===== src/rtl/cyc_irq_timer.sv =====
module cyc_irq_timer #(
  parameter int BW = 8
) (
  input  logic          clk,
  input  logic          rst_n,
  input  logic          wr_lo,
  input  logic          wr_hi,
  input  logic          wr_ctl,
  input  logic [BW-1:0] wdata,
  input  logic          io_en,
  input  logic          stat_rd,
  output logic          irq,
  output logic          running,
  output logic [2*BW-1:0] count
);
  localparam int CW = 2 * BW;

  logic [CW-1:0] rel_q, cnt_q;
  logic          run_q, rep_q, pend_q;
  logic          fire;

  assign fire    = io_en && !wr_ctl && run_q && (cnt_q == '0);
  assign irq     = pend_q;
  assign running = run_q;
  assign count   = cnt_q;

  always_ff @(posedge clk) begin
    if (!rst_n) begin
      rel_q  <= '0;
      cnt_q  <= '0;
      run_q  <= 1'b0;
      rep_q  <= 1'b0;
      pend_q <= 1'b0;
    end else begin
      if (wr_lo) rel_q[BW-1:0]  <= wdata;
      if (wr_hi) rel_q[CW-1:BW] <= wdata;
      if (!io_en) begin
        run_q  <= 1'b0;
        pend_q <= 1'b0;
      end else begin
        if (wr_ctl) begin
          rep_q <= wdata[0];
          run_q <= wdata[1];
          if (wdata[1]) cnt_q  <= rel_q;
          else          pend_q <= 1'b0;
        end else if (run_q) begin
          if (cnt_q == '0) begin
            cnt_q <= rel_q;
            run_q <= rep_q;
          end else begin
            cnt_q <= cnt_q - 1'b1;
          end
        end
        if (fire)         pend_q <= 1'b1;
        else if (stat_rd) pend_q <= 1'b0;
      end
    end
  end
endmodule


===== config.mk =====
export PLATFORM = sky130hd
export DESIGN_NAME = cyc_irq_timer
export DESIGN_NICKNAME = d
export VERILOG_FILES = /design/src/rtl/cyc_irq_timer.sv
export SDC_FILE = /design/constraint.sdc
export NUM_CORES = 1
export LEC_CHECK = 0
export BUFFER_PORTS_ARGS = -buffer_cell sky130_fd_sc_hd__clkbuf_2
export CAP_MARGIN = 5
export CORE_UTILIZATION = 45
export DETAILED_ROUTE_END_ITERATION = 7
export GPL_ROUTABILITY_DRIVEN = 1
export MAX_ROUTING_LAYER = met4
export PLACE_DENSITY = 0.67
export SLEW_MARGIN = 25
export SYNTH_ARGS = -nofsm -noshare
export SYNTH_HDL_FRONTEND = slang
export SYNTH_SLANG_ARGS = --single-unit

===== constraint.sdc =====
create_clock -name clk -period 2.9 [get_ports clk]
set_input_delay 0.145 -clock clk [delete_from_list [all_inputs] [get_ports clk]]
set_output_delay 0.145 -clock clk [all_outputs]
set_load 0.02 [all_outputs]

-- Yosys cells after proc, flatten, opt, wreduce, memory -nomap -nowiden
Index checks and enable logic that the tools add are counted.
- $add $sub $neg: 1
- eq/ne operators: 2
- multiplexer cells: 11
- reductions and logical operators: 11
- operator list (kind ; count):
    two-way mux 16 bit ; 4
    logical NOT 16 bit ; 1
    subtractor 16 x 1 -> 16 bit, second input constant ; 1
    two-way mux 1 bit ; 7
    AND reduction 2 bit ; 3
    logical AND 1 bit ; 3
    inequality test 3 x 1 -> 1 bit, second input constant ; 1
    AND reduction 3 bit ; 1
    nonzero test 3 bit ; 1
    inequality test 2 x 1 -> 1 bit, second input constant ; 1
    nonzero test 2 bit ; 1
    logical NOT 1 bit ; 1
- register bits: 35

-- Depth between registers and ports, before layout
Gate-level depths: netlist of the first run.
- depth after elaboration: 6
- gate-level depth with buffers: 10

-- Worst setup path after synthesis of the first run
Ideal clock, no wire load.
- path kind: register to register
- from: register cnt_q[0], in the netlist count[0]
- to: register cnt_q[5], in the netlist count[5]
- library setup time: 79 ps
- data arrival time: 2173 ps
- slack: 648 ps
- stages on the path, launching flop included: 10
- buffers on the path: 2
- period minus slack after synthesis: 2252 ps
- cell sequence: dfxtp_1 inv_1 ha_1 nor3b_1 and4_1 buf_6 or2_1 buf_6 or4_1 o221ai_2
- longest elaborated chain between the ends: 4
- elaborated cells between the ends (all ways): 5
- RTL lines (element ; RTL line ; text):
    start, declared ; 18 ; logic [CW-1:0] rel_q, cnt_q;
    start signal, assigned ; 44 ; if (wdata[1]) cnt_q <= rel_q;
    start signal, assigned ; 48 ; cnt_q <= rel_q;
    start signal, assigned ; 51 ; cnt_q <= cnt_q - 1'b1;
    subtractor 16 x 1 -> 16 bit / logical NOT 16 bit (equally long branches) ; 51, 47 ;
    two-way mux 16 bit (*) ; 47 ; if (cnt_q == '0) begin
    two-way mux 16 bit (*) ; 46 ; end else if (run_q) begin
    two-way mux 16 bit (*) ; 41 ; if (wr_ctl) begin
Mark *: on every way between the ends. The rest lies on a longest branch, timed or not. The select of a mux whose other input is x is not followed.
A chain may end at the register's enable or synchronous reset.

-- Worst setup path in the final report of the first run
Same ends and word-level chain as after synthesis.

==> results of run 1 <==
[registers in the layout (all words and copies together), names as in the netlist]
register  cells
rel_q        16
count        16
irq           1
rep_q         1
running       1
[cell families after synthesis]
kind of cell | synth area share [%]
simple gates | 28.24
compound gates | 16.26
flops | 38.75
buf+inv | 5.398
mux | 9.965
fa+ha+maj | 1.384
[per-stage QoR]
stage | util (%) | setup WS, ns | instances | total power, mW
after floorplan | - | 0.6479 | 215 | 0.8106
after global placement | 52.87 | 0.5913 | 284 | 0.8731
after detailed placement | 52.87 | 0.5032 | 284 | 0.8745
after CTS | 55.51 | 0.4648 | 292 | 1.257
after global routing | 55.51 | 0.3423 | 292 | 1.319
final | 55.51 | 0.4774 | 292 | 1.251
[power by group through the flow]
stage,clock network [mW],registers [mW],logic (mW)
after floorplan,0,0.561,0.249
after global routing,0.417,0.546,0.357
after CTS,0.392,0.541,0.324
after global placement,0,0.552,0.321
final,0.381,0.542,0.328
after detailed placement,0,0.552,0.323
[layer usage]
metal	up-vias	share of wire, %	track usage (%)
met1	816	48	31.27
met5	-	0	-
met2	67	42	31.57
met3	8	8.0	7.813
met4	0	2.0	9.239
li1	852	-	-
[path summary, 6_finish.rpt]
check / from / end / slack, ns / cells past startpoint
min: wdata[7] / rel_q[15] / 0.1 / 3
max reg2reg: count[0] / count[5] / 0.48 / 7
max: count[0] / count[5] / 0.48 / 7
min reg2reg: rep_q / rep_q / 0.46 / 2
[worst max-delay path: cells and delay by family (launching register included)]
family / cells / cell delay (ns)
AND/OR/NAND/NOR: 4 / 1.49
flip-flops: 1 / 0.38
adder cells (fa/ha/maj): 1 / 0.20
AO/OA/AOI/OAI: 1 / 0.17
buffers and inverters: 1 / 0.11
[cell usage in the layout (no fill, tap or decap), drive strengths merged, types with 6 or more instances in the layout]
master,Yosys,routed
dfxtp,35,35
nor3,6,6
inv,6,6
a21oi,10,10
mux2i,18,18
clkbuf,10,38
nand4,7,7
nor2,30,30
nand3,9,9
nand2,16,16
o21ai,9,9
nor4,6,6
[area by class of cell]
class                           count  area (µm²)
Clock buffer                        6       82.58
Clock inverter                      2       16.27
Fill cell                         394        1665
Inverter                            7       26.28
Multi-Input combinational cell    159        1010
Sequential cell                    35       700.7
Tap cell                           48       60.06
Timing Repair Buffer               35       182.7
==> impl_metrics.tcl, run 1 <==
set metrics [dict create \
    outcome "completed" \
    n_antenna_cell 0 \
    yosys_warnings 0 \
    yosys.cell_types.count 51 \
    hold_viol_final 0 \
    cts_tree "yes" \
    fin_setup_tns_ns 0 \
    cts_setup_buffers 0 \
    clock-sinks 35 \
    wire_per_inst_um 15.49 \
    vias_per_cell 5.969 \
    ys_seq_area_share_pct 38.75 \
    yosys-top-cells-count "35 x dfxtp_1, 28 x nor2_1, 18 x mux2i_1" \
    synth-async-reset-ratio_pct 0 \
    switching_share_pct 34.59 \
    ctsResizeCount 0 \
    slowest_delay_ns 0.58 \
    overflow 0 \
    synth_edf_count 0 \
    syn_area_per_cell_um2 8.409 \
    coreArea_um2 3744 \
    design.die.area_um2 4275 \
    finalCriticalPeriod_ns 2.423 \
    clockPowerShare_pct 30.4 \
    synth_seq_cells 35 \
    synth_cells 215 \
    rows 22 \
    max-vdd-ir-drop_uv 393.8 \
    clkTransAtPathRegs_ns 0.07 \
    nets 260 \
    slew_viol_final 0 \
    port_buffers 32 \
    area_growth_pct 14.95 \
    cp.required_ns 3.12 \
    place_congestion 0.9232 \
    setup_viol_count_final 0 \
    die_h_um 65.39 \
    grt.total_usage_pct 23.22 \
    dr.pass1.iters 4 \
    p_int_mw 0.8182 \
    clockRootBuffer "clkbuf_8" \
    hold_ws_ns 0.09547 \
    synthFlopType "dfxtp_1" \
    power_leakage_nw 0.8654 \
    p_comb_share_pct 26.2 \
    end_kind "register" \
    ys_top_cells_by_area "dfxtp_1 39%, mux2i_1 10%, nor2_1 5.8%" \
    hpwlAfterDp_um 3107 \
    min_path_type "primary input to register" \
    ios 33 \
    grt_pass1_vias 1461 \
    antenna_found_initial 0 \
    syn-cell-area_um2 1808 \
    crit_slowest_cell "or4_1" \
    final.setup_skew_ns 0.006068 \
    drt_wl_total_um 4523 \
    critPathKind "register to register" \
    slew_headroom_pct 50.76 \
    drc_errors 0 \
    antenna_left 0 \
    maxCapViolCount 0 \
    die_width_um 65.39 \
    period_share_pct 83.54 \
    power.density_nw_per_um2 601.9 \
    rsz0062_at_grt "false" \
    num_vias 1743 \
    first_iter_violations 111 \
    numCtsBuffers 5 \
    seqPwrFrac_pct 43.3 \
    path_max_fanout 17 \
    synth_top_area_share_pct 38.75 \
    placed_cell_area_um2 1979 \
    arrival_ns 2.64 \
    max_freq_mhz 412.8 \
    yosys.area.top_type "dfxtp_1" \
    clock_latency_ns 0.30 \
    start_kind "register" \
    cts_buffer_depth 2 \
    p_switching_mw 0.4327 \
    start_util_pct 48.30 \
    ctsHoldBuffers 0 \
    yosysMostFrequentCell "dfxtp_1" \
    cp_cell_sequence "inv_1, ha_1, nor3b_1, and4_1, or2_1, or4_1, o221ai_2" \
    htree_levels 2 \
    grt_max_degree 28 \
    drive_above_1_share_pct 20.08 \
    syn-num-nets 232 \
    grt_first_pass_wirelength_um 7148 \
    tightest_slew_ns 0.7378 \
    design_area_um2 2078 \
]
No activity file was read; power rests on OpenSTA's default activity.
==> inputs of run 2 (changes only) <==
- clock period: 2.9 -> 2.3 ns (I/O delays scaled with it)
==> impl_metrics.tcl, run 2 (synthesis results as in run 1) <==
set metrics [dict create \
    slew_headroom_pct 59.58 \
    critPathKind "register to register" \
    drt_wl_total_um 4499 \
    clockRootBuffer "clkbuf_8" \
    maxCapViolCount 0 \
    hold_depth 3 \
    hpwlAfterDp_um 3270 \
    max_freq_mhz 464.3 \
    final_cell_mix "35 x dfxtp_1, 32 x clkbuf_2, 28 x nor2_1" \
    coreArea_um2 3744 \
    grt_pass1_vias 1490 \
    finalCriticalPeriod_ns 2.154 \
    num_vias 1721 \
    die_h_um 65.39 \
    overflow 0 \
    area_growth_pct 18.27 \
    n_antenna_cell 0 \
    first_iter_violations 174 \
    numCtsBuffers 5 \
    ios 33 \
    end_kind "register" \
    start_kind "register" \
    tightest_slew_ns 0.6056 \
    ctsHoldBuffers 0 \
    slew_viol_final 0 \
    cp.required_ns 2.49 \
    start_util_pct 48.30 \
    antenna_found_initial 0 \
    setup_viol_count_final 0 \
    place_ws_ns 0.1678 \
    setup_slack_ns 0.1462 \
    final_common_cell "dfxtp_1" \
    grt.total_usage_pct 24.07 \
    max-vdd-ir-drop_uv 434.2 \
    min_path_type "primary input to register" \
    path_max_fanout 5 \
    grt_max_degree 18 \
    final.setup_skew_ns 0.002381 \
    clkTransAtPathRegs_ns 0.07 \
    worstHoldStart "wdata[7]" \
    reg2reg_slack_ns 0.15 \
    ctsResizeCount 0 \
    outcome "completed" \
    placed_cell_area_um2 2039 \
    reg2regPathDepth 7 \
    r2r_end "count[14]" \
    wire_per_inst_um 15.00 \
    finalPower_mw 1.613 \
    power_leakage_nw 0.9048 \
    vias_per_cell 5.737 \
    top_layer "met4" \
    die_width_um 65.39 \
    nets 268 \
    dr.pass1.iters 5 \
    rows 22 \
    grt_first_pass_wirelength_um 7472 \
    wl_met3_um 257 \
    cts_setup_buffers 0 \
    arrival_ns 2.34 \
    wl_met2_um 1976 \
    drive_above_1_share_pct 22.62 \
    min_to "rel_q[7]" \
    fin_cells 300 \
    placedCellCount 292 \
    fin_setup_tns_ns 0 \
    r2r-start "count[0]" \
    period_share_pct 93.64 \
    drc_errors 0 \
    place_congestion 0.8857 \
    hold_viol_final 0 \
    clock-sinks 35 \
    rsz0062_at_grt "false" \
    htree_levels 2 \
    met1Wirelength_um 2198 \
    design.die.area_um2 4275 \
    clock_latency_ns 0.29 \
    cts_tree "yes" \
    design_area_um2 2138 \
    power.density_nw_per_um2 754.4 \
    antenna_left 0 \
    port_buffers 32 \
    cts_buffer_depth 2 \
]
run 2: cell types whose count changed in the layout (fill, tap and decap cells not counted), sizes merged:
cell,change
buf,+8
run 2: layer usage:
layer / global-route usage [%] / up-vias
met2: 32.22 / 58
met5: - / -
met4: 10.33 / 0
met1: 34.22 / 785
li1: - / 873
met3: 5.382 / 5
run 2: worst max-delay path, stage by stage, from the launching register on:
cell and delay [ns]:
dfxtp_1 0.33, inv_1 0.13, ha_1 0.19, or3b_2 0.52, nor3_2 0.28, nand3_1 0.13, and3_1 0.19, o31a_1 0.28
run 2: how the worst max path moves through the flow:
stage | start | endpoint | cells after the start
6_report | count[0] | count[14] | 7
5_1_grt | count[0] | count[8] | 8
4_1_cts | count[0] | count[14] | 7
3_5_place_dp | count[0] | count[14] | 7
3_3_place_gp | count[0] | count[14] | 7
2_1_floorplan | count[0] | count[5] | 9
run 2: cell type report:
type / count / area (µm²)
clock buffers: 6 / 82.58
inverters: 7 / 26.28
fillers: 383 / 1605
multi-input cells: 159 / 1010
flip-flops and latches: 35 / 700.7
well taps: 48 / 60.06
repair buffers: 43 / 242.7
clock inverters: 2 / 16.27
run 2: per-stage QoR:
step / util [%] / hold WS (ns)
2_1_floorplan: - / 0.2539
3_3_place_gp: 54.48 / 0.3675
3_5_place_dp: 54.48 / 0.3763
4_1_cts: 57.12 / 0.06395
5_1_grt: 57.12 / 0.06712
6_report: 57.12 / 0.06823
run 2: report_power, final:
part / total, mW / switching [mW] / leakage (nW) / internal [mW]
clock network: 0.478 / 0.234 / 0.0474 / 0.244
registers: 0.680 / 0.0370 / 0.286 / 0.643
logic: 0.455 / 0.278 / 0.571 / 0.177
total: 1.61 / 0.549 / 0.905 / 1.06
==> inputs of run 3 (changes only) <==
- REMOVE_ABC_BUFFERS: not set -> 1
==> impl_metrics.tcl, run 3 (synthesis results as in run 1) <==
set metrics [dict create \
    outcome "completed" \
    wire_per_inst_um 15.32 \
    finalCriticalPeriod_ns 2.158 \
    drt_wl_total_um 4642 \
    final_common_cell "dfxtp_1" \
    design.die.area_um2 4275 \
    num_vias 1773 \
    cp_cell_sequence "inv_1, ha_1, nor3b_1, and4_1, or2_1, or4_1, o221ai_2" \
    cts_buffer_depth 2 \
    reg2regPathDepth 7 \
    crit_slowest_cell "or4_1" \
    power.density_nw_per_um2 757.2 \
    die_h_um 65.39 \
    min_path_type "primary input to register" \
    power_leakage_nw 0.9198 \
    final.setup_skew_ns 0.008617 \
    period_share_pct 93.82 \
    first_iter_violations 161 \
    drc_errors 0 \
    worstHoldStart "wdata[4]" \
    start_util_pct 48.30 \
    cts_tree "yes" \
    ctsResizeCount 0 \
    maxCapViolCount 0 \
    multi_input_area_um2 1010 \
    tightest_slew_ns 0.4550 \
    final_util_pct 57.72 \
    cp.required_ns 2.51 \
    rsz0062_at_grt "false" \
    hold_viol_final 0 \
    coreArea_um2 3744 \
    dr.pass1.iters 4 \
    numCtsBuffers 5 \
    n_antenna_cell 0 \
    setup_viol_count_final 0 \
    fin_setup_tns_ns 0 \
    antenna_found_initial 0 \
    start_kind "register" \
    port_buffers 32 \
    min_to "rel_q[12]" \
    critPathKind "register to register" \
    path_max_fanout 14 \
    slowest_delay_ns 0.55 \
    final_cell_mix "35 x dfxtp_1, 32 x clkbuf_2, 28 x nor2_1" \
    clkTransAtPathRegs_ns 0.08 \
    hpwlAfterDp_um 3403 \
    max-vdd-ir-drop_uv 480.5 \
    max_freq_mhz 463.4 \
    ctsHoldBuffers 0 \
    r2r_end "count[5]" \
    end_kind "register" \
    clock_latency_ns 0.29 \
    vias_per_cell 5.851 \
    hold_depth 3 \
    register_area_um2 700.7 \
    htree_levels 2 \
    clockRootBuffer "clkbuf_8" \
    arrival_ns 2.36 \
    place_congestion 0.9219 \
    drive_above_1_share_pct 23.53 \
    grt_max_degree 19 \
    grt.total_usage_pct 24.46 \
    ios 33 \
    slew_headroom_pct 69.39 \
    antenna_left 0 \
    r2r-start "count[0]" \
    die_width_um 65.39 \
    slew_viol_final 0 \
    overflow 0 \
    reg2reg_slack_ns 0.14 \
    grt_pass1_vias 1613 \
    area_growth_pct 19.52 \
    nets 271 \
    grt_first_pass_wirelength_um 7824 \
    rows 22 \
    fillers 376 \
    clock-sinks 35 \
    cts_setup_buffers 0 \
]
[run 3: area by class of cell]
class,instances,share of cell area [%]
clock buffers,6,3.822
clock inverters,2,0.7528
inverters,7,1.216
flip-flops and latches,35,32.43
multi-input cells,159,46.73
repair buffers,46,12.28
well taps,48,2.779
[run 3: through the flow]
stage | power (mW) | hold WS (ns) | instance area, µm² | std cells | setup WS (ns)
after floorplan | 0.9700 | 0.2429 | 1737 | 201 | 0.01116
after global placement | 1.161 | 0.3690 | 2062 | 295 | 0.2174
after detailed placement | 1.164 | 0.3759 | 2062 | 295 | 0.1659
after CTS | 1.636 | 0.07496 | 2161 | 303 | 0.1532
after global routing | 1.725 | 0.07746 | 2161 | 303 | 0.008882
final | 1.636 | 0.07497 | 2161 | 303 | 0.1421
[run 3: worst max-delay path by stage]
stage / to / startpoint / cells after the start
floorplan: count[5] / count[0] / 7
global placement: count[14] / count[0] / 7
detailed placement: count[14] / count[0] / 7
CTS: count[5] / count[0] / 7
global route: count[14] / count[0] / 7
finish: count[5] / count[0] / 7
[run 3: report_power, final]
group,internal (mW),switching (mW)
Clock,0.244,0.233
Sequential,0.643,0.0357
Combinational,0.194,0.285
[run 3: critical path: cells and delay by family, from the launching register on]
| kind | cells | cell delay [ns] |
|---|---|---|
| buf+inv | 1 | 0.09 |
| compound gates | 1 | 0.16 |
| flops | 1 | 0.36 |
| fa+ha+maj | 1 | 0.19 |
| simple gates | 4 | 1.28 |
[run 3: routing by layer]
layer | vias to the layer above | GRT usage (%) | wire length [µm]
met5 | - | - | 0
met4 | 0 | 7.065 | 45
met3 | 5 | 5.035 | 287
met2 | 52 | 35.18 | 2073
met1 | 841 | 34.45 | 2235
li1 | 875 | - | -
